### src/rtl/xlat_pkg.sv
package xlat_pkg;

    localparam int DESC_W   = 64;
    localparam int ATTR_W   = 13;
    localparam int CODE_W   = 3;

    // descriptor bit positions the decoder relies on
    localparam int TBL_NS_BIT = 63;
    localparam int RO_BIT     = 7;
    localparam int LEAF_NS_BIT = 5;

    localparam logic [CODE_W-1:0] FC_NONE   = 3'd0;
    localparam logic [CODE_W-1:0] FC_FORMAT = 3'd1;
    localparam logic [CODE_W-1:0] FC_XLATE  = 3'd2;
    localparam logic [CODE_W-1:0] FC_PERM   = 3'd4;
    localparam logic [CODE_W-1:0] FC_SECURE = 3'd5;

    typedef enum logic [1:0] {
        ST_IDLE   = 2'd0,
        ST_ISSUE  = 2'd1,
        ST_WAIT   = 2'd2,
        ST_REPORT = 2'd3
    } walk_state_e;

    typedef enum logic [1:0] {
        DK_TABLE = 2'd0,
        DK_LEAF  = 2'd1,
        DK_FAULT = 2'd2
    } desc_kind_e;

endpackage

### src/rtl/xlat_index.sv
// Forms the byte address of the descriptor for the current level.
module xlat_index #(
    parameter  int PA_W     = 40,
    parameter  int L1_IDX_W = 2,
    parameter  int IDX_W    = 9,
    parameter  int PAGE_W   = 12,
    localparam int VA_W     = L1_IDX_W + 2 * IDX_W + PAGE_W,
    localparam int HI_W     = VA_W - PAGE_W
) (
    input  logic [1:0]      level,
    input  logic [HI_W-1:0] va_hi,
    input  logic [PA_W-1:0] tbl_base,
    output logic [PA_W-1:0] desc_addr
);

    localparam int L1_LSB = L1_IDX_W + 3;

    logic [L1_IDX_W-1:0] idx1;
    logic [IDX_W-1:0]    idx2;
    logic [IDX_W-1:0]    idx3;

    assign idx1 = va_hi[HI_W-1 -: L1_IDX_W];
    assign idx2 = va_hi[2*IDX_W-1 -: IDX_W];
    assign idx3 = va_hi[IDX_W-1:0];

    always_comb begin
        unique case (level)
            2'd1:    desc_addr = {tbl_base[PA_W-1:L1_LSB], idx1, 3'b000};
            2'd2:    desc_addr = {tbl_base[PA_W-1:PAGE_W], idx2, 3'b000};
            default: desc_addr = {tbl_base[PA_W-1:PAGE_W], idx3, 3'b000};
        endcase
    end

    logic unused_base;
    assign unused_base = ^tbl_base[L1_LSB-1:0];

endmodule

### src/rtl/xlat_decode.sv
// Classifies one descriptor and forms the leaf result and checks.
module xlat_decode
    import xlat_pkg::*;
#(
    parameter  int PA_W   = 40,
    parameter  int IDX_W  = 9,
    parameter  int PAGE_W = 12,
    localparam int SECT_W = PAGE_W + IDX_W
) (
    input  logic [DESC_W-1:0] desc,
    input  logic [1:0]        level,
    input  logic              nonsec,
    input  logic              write,
    input  logic [SECT_W-1:0] va_lo,
    output desc_kind_e        kind,
    output logic [CODE_W-1:0] code,
    output logic [PA_W-1:0]   next_tbl,
    output logic [PA_W-1:0]   leaf_pa,
    output logic [ATTR_W-1:0] attr
);

    logic is_table;
    logic is_leaf;

    assign next_tbl = {desc[PA_W-1:PAGE_W], {PAGE_W{1'b0}}};

    always_comb begin
        is_table = (desc[1:0] == 2'b11) && (level != 2'd3);
        is_leaf  = ((level == 2'd2) && (desc[1:0] == 2'b01)) ||
                   ((level == 2'd3) && (desc[1:0] == 2'b11));
        kind     = DK_FAULT;
        code     = FC_FORMAT;
        leaf_pa  = '0;
        attr     = '0;
        if (!desc[0]) begin
            code = FC_XLATE;
        end else if (is_table) begin
            if (nonsec && !desc[TBL_NS_BIT]) begin
                code = FC_SECURE;
            end else begin
                kind = DK_TABLE;
                code = FC_NONE;
            end
        end else if (is_leaf) begin
            if (nonsec && !desc[LEAF_NS_BIT]) begin
                code = FC_SECURE;
            end else if (write && desc[RO_BIT]) begin
                code = FC_PERM;
            end else begin
                kind = DK_LEAF;
                code = FC_NONE;
                attr = {desc[54:53], desc[52], desc[11], desc[10],
                        desc[9:8], desc[7:6], desc[5], desc[4:2]};
                if (level == 2'd2)
                    leaf_pa = {desc[PA_W-1:SECT_W], va_lo};
                else
                    leaf_pa = {desc[PA_W-1:PAGE_W], va_lo[PAGE_W-1:0]};
            end
        end
    end

    logic unused_desc;
    assign unused_desc = ^{desc[62:55], desc[51:PA_W]};

endmodule

### src/rtl/xlat_walker.sv
// Three-level descriptor walker: one read per level, one walk at a time.
module xlat_walker
    import xlat_pkg::*;
#(
    parameter  int PA_W     = 40,
    parameter  int L1_IDX_W = 2,
    parameter  int IDX_W    = 9,
    parameter  int PAGE_W   = 12,
    localparam int VA_W     = L1_IDX_W + 2 * IDX_W + PAGE_W,
    localparam int SECT_W   = PAGE_W + IDX_W,
    localparam int BHI_W    = PA_W - 32
) (
    input  logic              clk,
    input  logic              rst_n,
    input  logic              req_valid,
    input  logic [VA_W-1:0]   req_va,
    input  logic              req_write,
    input  logic              req_nonsecure,
    input  logic [31:0]       base_lo,
    input  logic [BHI_W-1:0]  base_hi,
    output logic              busy,
    output logic              mem_req_valid,
    output logic [PA_W-1:0]   mem_req_addr,
    input  logic              mem_rsp_valid,
    input  logic [DESC_W-1:0] mem_rsp_data,
    output logic              done,
    output logic              res_fault,
    output logic [CODE_W-1:0] fault_code,
    output logic [1:0]        stop_level,
    output logic [PA_W-1:0]   res_pa,
    output logic [ATTR_W-1:0] res_attr
);

    walk_state_e state_q, state_d;

    logic [VA_W-1:0]   va_q;
    logic              wr_q;
    logic              ns_q;
    logic [PA_W-1:0]   tbl_q;
    logic [1:0]        lvl_q;
    logic              fault_q;
    logic [CODE_W-1:0] code_q;
    logic [PA_W-1:0]   pa_q;
    logic [ATTR_W-1:0] attr_q;

    desc_kind_e        dec_kind;
    logic [CODE_W-1:0] dec_code;
    logic [PA_W-1:0]   dec_next;
    logic [PA_W-1:0]   dec_pa;
    logic [ATTR_W-1:0] dec_attr;
    logic [PA_W-1:0]   desc_addr;

    xlat_index #(
        .PA_W    (PA_W),
        .L1_IDX_W(L1_IDX_W),
        .IDX_W   (IDX_W),
        .PAGE_W  (PAGE_W)
    ) index_i (
        .level    (lvl_q),
        .va_hi    (va_q[VA_W-1:PAGE_W]),
        .tbl_base (tbl_q),
        .desc_addr(desc_addr)
    );

    xlat_decode #(
        .PA_W  (PA_W),
        .IDX_W (IDX_W),
        .PAGE_W(PAGE_W)
    ) decode_i (
        .desc    (mem_rsp_data),
        .level   (lvl_q),
        .nonsec  (ns_q),
        .write   (wr_q),
        .va_lo   (va_q[SECT_W-1:0]),
        .kind    (dec_kind),
        .code    (dec_code),
        .next_tbl(dec_next),
        .leaf_pa (dec_pa),
        .attr    (dec_attr)
    );

    // next-state logic
    always_comb begin
        state_d = state_q;
        unique case (state_q)
            ST_IDLE:   if (req_valid) state_d = ST_ISSUE;
            ST_ISSUE:  state_d = ST_WAIT;
            ST_WAIT:   if (mem_rsp_valid)
                           state_d = (dec_kind == DK_TABLE) ? ST_ISSUE : ST_REPORT;
            ST_REPORT: state_d = ST_IDLE;
            default:   state_d = ST_IDLE;
        endcase
    end

    // state register
    always_ff @(posedge clk or negedge rst_n) begin
        if (!rst_n) state_q <= ST_IDLE;
        else        state_q <= state_d;
    end

    // walk context and result registers
    always_ff @(posedge clk or negedge rst_n) begin
        if (!rst_n) begin
            va_q    <= '0;
            wr_q    <= 1'b0;
            ns_q    <= 1'b0;
            tbl_q   <= '0;
            lvl_q   <= 2'd1;
            fault_q <= 1'b0;
            code_q  <= FC_NONE;
            pa_q    <= '0;
            attr_q  <= '0;
        end else if (state_q == ST_IDLE && req_valid) begin
            va_q  <= req_va;
            wr_q  <= req_write;
            ns_q  <= req_nonsecure;
            tbl_q <= {base_hi, base_lo};
            lvl_q <= 2'd1;
        end else if (state_q == ST_WAIT && mem_rsp_valid) begin
            if (dec_kind == DK_TABLE) begin
                tbl_q <= dec_next;
                lvl_q <= lvl_q + 2'd1;
            end else begin
                fault_q <= (dec_kind == DK_FAULT);
                code_q  <= dec_code;
                pa_q    <= dec_pa;
                attr_q  <= dec_attr;
            end
        end
    end

    // outputs
    always_comb begin
        busy          = (state_q != ST_IDLE);
        mem_req_valid = (state_q == ST_ISSUE);
        done          = (state_q == ST_REPORT);
        mem_req_addr  = desc_addr;
        res_fault     = fault_q;
        fault_code    = code_q;
        stop_level    = lvl_q;
        res_pa        = pa_q;
        res_attr      = attr_q;
    end

endmodule

### config.mk
export PLATFORM = sky130hd
export DESIGN_NAME = xlat_walker
export DESIGN_NICKNAME = d
export VERILOG_FILES = /design/src/rtl/xlat_pkg.sv /design/src/rtl/xlat_index.sv /design/src/rtl/xlat_decode.sv /design/src/rtl/xlat_walker.sv
export SDC_FILE = /design/constraint.sdc
export NUM_CORES = 1
export LEC_CHECK = 0
export CORE_MARGIN = 10
export CORE_UTILIZATION = 40
export CTS_BUF_LIST = sky130_fd_sc_hd__clkbuf_4 sky130_fd_sc_hd__clkbuf_8 sky130_fd_sc_hd__clkbuf_16
export DETAILED_ROUTE_END_ITERATION = 6
export GPL_TIMING_DRIVEN = 1
export PLACE_DENSITY = 0.87
export SYNTH_ARGS = -nofsm -noshare
export SYNTH_HDL_FRONTEND = slang
export SYNTH_SLANG_ARGS = --single-unit
### constraint.sdc
create_clock -name clk -period 2.2 [get_ports clk]
set_input_delay 0.22 -clock clk [delete_from_list [all_inputs] [get_ports clk]]
set_output_delay 0.22 -clock clk [all_outputs]
set_load 0.02 [all_outputs]
==> impl_metrics.env, run 1 <==
export IMPL_run_status="finished clean"
export IMPL_synth_ff_type="dfrtp_1"
export IMPL_portBuffers=215
export IMPL_cp_required_ns=1.98
export IMPL_clock_pin_slew_worst_setup_and_hold_paths_ns=0.06
export IMPL_final_setup_viol_count=0
export IMPL_finalWorstPathRequiredPeriod_ns=2.10
export IMPL_p_sw_uw=3510
export IMPL_worstSkewPairLatency_ns=0.41
export IMPL_critical_path_peak_fanout=12
export IMPL_synth_warnings=0
export IMPL_drv_cap=0
export IMPL_grt_util_all_layers=0.175
export IMPL_met3WireLength_um=1820
export IMPL_power_frac_seq=0.347
export IMPL_yosys_register_bits=130
export IMPL_leakagePower_uw=0.00384
export IMPL_synth_enable_flop_cells=0
export IMPL_critPathArrivalTime_ns=1.88
export IMPL_fp_coreArea_sq_mm=0.0140
export IMPL_met1_routed_wirelength_after_detailed_routing_um=7380
export IMPL_final_nets=880
export IMPL_fin_total_pwr_uw=10200
export IMPL_clock_sinks=130
export IMPL_startpoint_of_the_most_critical_setup_path="stop_level[0]$_DFFE_PN1P_"
export IMPL_grt_overflow=0
export IMPL_clkPwrFrac=0.286
export IMPL_synthTopCellsByArea="dfrtp_1 56%, nand2_1 11%, a22o_2 7.9%"
export IMPL_final_period_utilization=0.954
export IMPL_synth_cell_types=39
export IMPL_gp_congestion=0.833
export IMPL_p_comb_frac=0.367
export IMPL_drive_gt1_frac=0.174
export IMPL_timing_critical_path_from_type="flop"
export IMPL_drt_iter0_markers=183
export IMPL_drt_antenna_violating_nets=0
export IMPL_setup_worst_path_end="mem_req_addr[6]"
export IMPL_cts_root_to_sink_buffers=2
export IMPL_netSwitchingFraction=0.345
export IMPL_max_clock_freq_mhz=476
export IMPL_hold_viol_final=0
export IMPL_areaGrowthSynthToFinish_pct=48.8
export IMPL_internal_power_uw=6680
export IMPL_floorplan_initialDensity=0.413
export IMPL_rr_worst_depth=9
export IMPL_boundaryPins=244
export IMPL_antennaDiodeCount=0
export IMPL_finalHoldWorstSlack_ns=0.311
export IMPL_hold_class="in -> async"
export IMPL_grt_pass1_vias=4947
export IMPL_ys_seq_area_frac=0.561
export IMPL_r2r_setup_slack_ns=0.10
export IMPL_h_tree_depth=4
export IMPL_die_height_um=140
export IMPL_wl_met2_um=8560
export IMPL_overall_routed_net_length_um=18000
export IMPL_grt_start_max_net_pins=56
export IMPL_post_synth_instance_area_sq_mm=0.00580
export IMPL_post_synth_top_area_cell="dfrtp_1"
export IMPL_synth_largest_type_area_fraction=0.556
export IMPL_clock_root_buffer="clkbuf_16"
export IMPL_floorplan_die_width_um=140
export IMPL_post_route_non_filler_standard_cell_count=928
export IMPL_route_detailed_wl_per_inst_um=19.3
export IMPL_final_setup_skew_ns=0.00794
export IMPL_worstSetupPathType="reg -> out"
export IMPL_crit_reg2reg_capture="res_pa[31]$_DFFE_PN0P_"
export IMPL_synth_async_sr_flop_share=1.00
export IMPL_irDropWorstVdd_mv=0.800
export IMPL_synth_area_per_cell_sq_um=10.7
export IMPL_r2r_start="stop_level[0]$_DFFE_PN1P_"
export IMPL_power_density_mw_per_mm2=1180
export IMPL_wire_length_of_the_first_global_routing_pass_um=27500
export IMPL_count_of_fill_cells_added_during_filler_insertion=1136
export IMPL_floorplan_rows=43
export IMPL_rsz0062_at_grt="false"
export IMPL_floorplan_die_area_sq_mm=0.0197
export IMPL_timing_max_transition_violations_final=0
export IMPL_via_count=4613
export IMPL_tritoncts_clock_tree="yes"
export IMPL_postLayoutCoreUtil=0.615
export IMPL_via_per_inst=4.97
export IMPL_synthesis_instances=543
export IMPL_top_layer_used="met4"
export IMPL_detailedRoute_firstPassIterationCount=6
export IMPL_hpwlAfterDp_um=12700
export IMPL_grt_antenna_before_repair=0
export IMPL_detailed_route_drc_error_count=0
export IMPL_cts_buffers=17
export IMPL_worst_setup_path_end_kind="primary output"
export IMPL_placed_cells=891
[layout make-up]
type,instances,area [sq um],share of cell area
Sequential cell,130,3250,0.377
Timing Repair Buffer,239,2410,0.279
Multi-Input combinational cell,342,2110,0.244
Clock buffer,23,495,0.0573
Tap cell,180,225,0.0261
Clock inverter,9,128,0.0148
Inverter,5,18.8,0.00217
[power groups by stage]
stage          sequential, uW  combinational (uW)  clock (uW)
6_report                 3540                3740        2910
5_1_grt                  3630                4120        3070
4_1_cts                  3540                3830        2970
3_5_place_dp             3570                3870           0
3_3_place_gp             3530                3790           0
2_1_floorplan            3550                2280           0
[critical path, stage by stage, from the launching register on]
cell and delay (ns):
dfstp_2 0.54, inv_1 0.07, ha_4 0.29, buf_4 0.16
nand2_1 0.06, o21ai_0 0.06, clkdlybuf4s15_2 0.29
[how the worst min path moves through the flow]
stage	slack (ns)	cells past startpoint	startpoint	end
after floorplan	-0.08	0	rst_n	fault_code[0]$_DFFE_PN0P_
after global placement	0.18	1	rst_n	res_pa[25]$_DFFE_PN0P_
after detailed placement	0.18	1	rst_n	tbl_q[25]$_DFFE_PN0P_
after CTS	0.31	2	rst_n	tbl_q[25]$_DFFE_PN0P_
after global routing	0.33	2	rst_n	res_pa[25]$_DFFE_PN0P_
final	0.31	2	rst_n	res_pa[25]$_DFFE_PN0P_
[synthesized netlist by cell type, types with 2 or more instances]
| cell | number |
|---|---|
| nand2_1 | 163 |
| dfrtp_1 | 129 |
| a22o_2 | 46 |
| o21ai_0 | 39 |
| buf_4 | 34 |
| mux2i_1 | 29 |
| clkbuf_1 | 15 |
| buf_2 | 11 |
| o21ai_1 | 10 |
| a22oi_1 | 9 |
| mux2_2 | 9 |
| buf_6 | 6 |
| a22o_1 | 5 |
| inv_1 | 5 |
| ha_1 | 3 |
| nor2_1 | 3 |
| nor2b_1 | 3 |
| and2_1 | 2 |
| nand4_1 | 2 |
[metrics by stage]
stage,instance area (sq um),TNS (ns),setup WS (ns)
after global routing,8640,0,0.00139
after CTS,8600,0,0.00669
after global placement,7960,0,0.0177
after floorplan,5810,0,0.156
after detailed placement,7960,-0.172,-0.0207
final,8640,0,0.101
[cell families (layout without fill, tap and decap cells)]
kind of cell / Yosys count / count (layout) / synth area share
AO/OA/AOI/OAI: 116 / 116 / 0.150
XOR/XNOR: 1 / 1 / 0.00151
adder cells (fa/ha/maj): 3 / 3 / 0.00647
buffers and inverters: 73 / 276 / 0.0813
flip-flops: 130 / 130 / 0.561
multiplexers: 39 / 39 / 0.0701
other: 1 / 3 / 0.000646
AND/OR/NAND/NOR: 180 / 180 / 0.130
[flip-flops by register name, summed over array words and instances (netlist names)]
register,cells
wr_q,1
fault_code,3
res_fault,1
res_attr,13
va_q,32
tbl_q,35
stop_level,2
ns_q,1
res_pa,40
state_q,2
[metal layers]
metal,global-route usage,vias to the layer above
li1,-,2204
met4,0.0549,0
met3,0.0761,17
met2,0.276,186
met5,0,-
met1,0.210,2206
[what timing repair did]
item / in CTS / in global routing
endpoints found under the hold margin: 44 / 0
buffers inserted: 0 / 2
resized for setup: 37 / 16
cloned: 0 / 2
pin swaps: 0 / 1
hold buffers: 1 / 0
endpoints found under the setup margin: 57 / 58
[placed cells by master (no fill, tap or decap), types with 2 or more instances in the layout]
| cell type | instances |
|---|---|
| clkbuf_16 | 18 |
| buf_6 | 2 |
| mux2_2 | 9 |
| o21ai_0 | 38 |
| clkdlybuf4s50_1 | 205 |
| nor2_1 | 3 |
| mux2i_1 | 29 |
| dfrtp_1 | 129 |
| a22o_2 | 46 |
| nand2_1 | 163 |
| buf_2 | 6 |
| buf_12 | 7 |
| conb_1 | 3 |
| inv_1 | 5 |
| clkinv_2 | 3 |
| nand4_1 | 2 |
| a22oi_1 | 9 |
| o21ai_1 | 11 |
| clkinvlp_4 | 3 |
| buf_4 | 15 |
| bufinv_16 | 3 |
| a22o_1 | 5 |
| nor2b_1 | 3 |
| clkbuf_8 | 4 |
| clkbuf_4 | 2 |
No activity file was read; power rests on OpenSTA's default activity.
==> run 2, diff against run 1 <==
ABC_AREA = 0   (was not set)
==> results of run 2 <==
The final DEF is identical to that of run 1; final timing and power are the same.
==> run 3, diff against run 2 <==
CAP_MARGIN = 20   (was not set)
clock period = 2.3 ns   (was 2.2 ns; I/O delays follow)
==> run 3 against run 2 <==
Sequential share of layout area rose by 0.25 points; utilization fell by 0.40 points; clock power barely moved; worst hold slack improved by 0.040 ns; die area did not move; power fell by 3.5%; setup slack got worse by 0.027 ns; design area fell by 0.65%; sequential cell count did not move; cell count fell by 0.54%; count of clock-buffer cells in the layout fell by 4.
==> impl_metrics.env, run 3 (synthesis results as in run 1) <==
export IMPL_run_status="finished clean"
export IMPL_drt_antenna_violating_nets=0
export IMPL_gp_congestion=0.826
export IMPL_floorplan_initialDensity=0.413
export IMPL_cts_post_setup_buffers_inserted=0
export IMPL_min_delay_start="req_va[23]"
export IMPL_tritoncts_clock_tree="yes"
export IMPL_via_per_inst=5.02
export IMPL_p_sw_uw=3450
export IMPL_postLayoutSetupSlackWorst_ns=0.0742
export IMPL_clock_pin_slew_worst_setup_and_hold_paths_ns=0.06
export IMPL_max_clock_freq_mhz=449
export IMPL_antennaDiodeCount=0
export IMPL_drt_iter0_markers=200
export IMPL_timing_critical_path_max_delay_family="flip-flops"
export IMPL_placed_cells=890
export IMPL_finalWorstPathRequiredPeriod_ns=2.23
export IMPL_netSwitchingFraction=0.350
export IMPL_grt_pass1_vias=4901
export IMPL_h_tree_depth=4
export IMPL_leakagePower_uw=0.00383
export IMPL_max_slew_margin=0.632
export IMPL_startpoint_of_the_most_critical_setup_path="stop_level[0]$_DFFE_PN1P_"
export IMPL_hold_class="in -> reg"
export IMPL_timing_critical_path_from_type="flop"
export IMPL_power_frac_seq=0.347
export IMPL_cp_required_ns=2.07
export IMPL_overall_routed_net_length_um=17600
export IMPL_boundaryPins=244
export IMPL_post_route_non_filler_standard_cell_count=923
export IMPL_worstSetupPathDepth=6
export IMPL_irDropWorstVdd_mv=0.918
export IMPL_floorplan_rows=43
export IMPL_detailedRoute_firstPassIterationCount=5
export IMPL_power_density_mw_per_mm2=1150
export IMPL_grt_overflow=0
export IMPL_fp_coreArea_sq_mm=0.0140
export IMPL_portBuffers=215
export IMPL_p_comb_frac=0.360
export IMPL_post_place_ws_ns=0.0539
export IMPL_clock_root_buffer="clkbuf_16"
export IMPL_grt_antenna_before_repair=0
export IMPL_layout_common_cells="205 x clkdlybuf4s50_1, 163 x nand2_1, 129 x dfrtp_1"
export IMPL_delay_of_the_slowest_cell_on_the_worst_path_ns=0.58
export IMPL_route_detailed_wl_per_inst_um=19.0
export IMPL_final_setup_viol_count=0
export IMPL_grt_util_all_layers=0.175
export IMPL_worstSkewPairLatency_ns=0.41
export IMPL_worst_setup_path_end_kind="primary output"
export IMPL_final_period_utilization=0.968
export IMPL_r2r_start="stop_level[0]$_DFFE_PN1P_"
export IMPL_tightest_slew_ns=0.552
export IMPL_commonest_non_fill_non_tap_cell_in_the_layout="clkdlybuf4s50_1"
export IMPL_worst_hold_depth=3
export IMPL_cpMaxStageDelayCell="dfstp_2"
export IMPL_final_nets=875
export IMPL_floorplan_die_width_um=140
export IMPL_cts_root_to_sink_buffers=2
export IMPL_wire_length_of_the_first_global_routing_pass_um=27400
export IMPL_clock_sinks=130
export IMPL_critical_path_buf_inv_count=3
export IMPL_drive_gt1_frac=0.168
export IMPL_critPathArrivalTime_ns=2.00
export IMPL_detailed_route_drc_error_count=0
export IMPL_largest_register_ffs=40
export IMPL_hold_viol_final=0
export IMPL_final_setup_skew_ns=0.00846
export IMPL_cts_buffers=17
export IMPL_internal_power_uw=6390
export IMPL_timing_max_transition_violations_final=0
export IMPL_grt_start_max_net_pins=58
export IMPL_rsz0062_at_grt="true"
export IMPL_drv_cap=0
export IMPL_critical_path_peak_fanout=12
export IMPL_areaGrowthSynthToFinish_pct=47.9
export IMPL_floorplan_die_area_sq_mm=0.0197
export IMPL_finalHoldWorstSlack_ns=0.351
export IMPL_via_count=4632
export IMPL_clkPwrFrac=0.294
export IMPL_rr_worst_depth=7
export IMPL_worstSetupPathType="reg -> out"
export IMPL_hpwlAfterDp_um=12700
export IMPL_crit_chain="inv_1, ha_2, buf_4, nand2_1, o21ai_0, clkdlybuf4s15_2"
export IMPL_die_height_um=140
[run 3: cell types whose count changed in the layout (fill, tap and decap cells not counted), moves of 2 or more]
cell,before,now
clkinv_4,0,3
clkbuf_8,4,2
clkbuf_4,2,0
buf_4,15,12
clkinvlp_4,3,1
[run 3: final timing paths]
| path | to | slack, ns |
|---|---|---|
| worst max-delay path | mem_req_addr[4] | 0.07 |
| worst min-delay path | va_q[23]$_DFFE_PN0P_ | 0.35 |
| worst max register to register | res_pa[8]$_DFFE_PN0P_ | 0.30 |
| worst min register to register | va_q[10]$_DFFE_PN0P_ | 0.47 |
| max in group asynchronous | va_q[22]$_DFFE_PN0P_ | 1.30 |
| min in group asynchronous | res_attr[6]$_DFFE_PN0P_ | 0.36 |
[run 3: cell type report]
| cell class | instances | area (sq um) |
|---|---|---|
| Tap cell | 180 | 225 |
| Timing Repair Buffer | 234 | 2350 |
| Multi-Input combinational cell | 342 | 2100 |
| Sequential cell | 130 | 3250 |
| Clock inverter | 13 | 183 |
| Inverter | 5 | 18.8 |
| Fill cell | 1123 | 5460 |
| Clock buffer | 19 | 453 |
[run 3: per-layer routing]
layer  vias to the layer above  GRT usage  part of all wire
met1                      2254      0.205              0.42
met2                       179      0.282              0.48
met4                         0     0.0397            0.0077
li1                       2189          -                 -
met3                        10     0.0852             0.098
met5                         -          0                 0
[run 3: through the flow]
stage	setup TNS, ns	instance area (sq um)	util	total power, uW
4_1_cts	0	8620	0.614	9990
5_1_grt	-0.00210	8580	0.611	10400
2_1_floorplan	0	5810	-	5580
6_report	0	8580	0.611	9840
3_5_place_dp	0	7970	0.567	7100
3_3_place_gp	0	7970	0.567	7000
[run 3: power groups by stage]
stage | clock network, uW | logic [uW] | registers (uW)
2_1_floorplan | 0 | 2180 | 3400
3_3_place_gp | 0 | 3600 | 3400
3_5_place_dp | 0 | 3670 | 3440
4_1_cts | 2930 | 3650 | 3410
5_1_grt | 3030 | 3870 | 3490
6_report | 2890 | 3540 | 3410
[run 3: worst min-delay path, cell delays in order]
cell and delay, ns:
clkdlybuf4s50_1 0.40, nand2_1 0.05, nand2_1 0.04
[run 3: repair_timing]
action	in CTS	in global routing
resized for setup	35	14
cloned	0	0
hold endpoints to repair	54	0
hold buffers	1	0
endpoints found under the setup margin	9	8
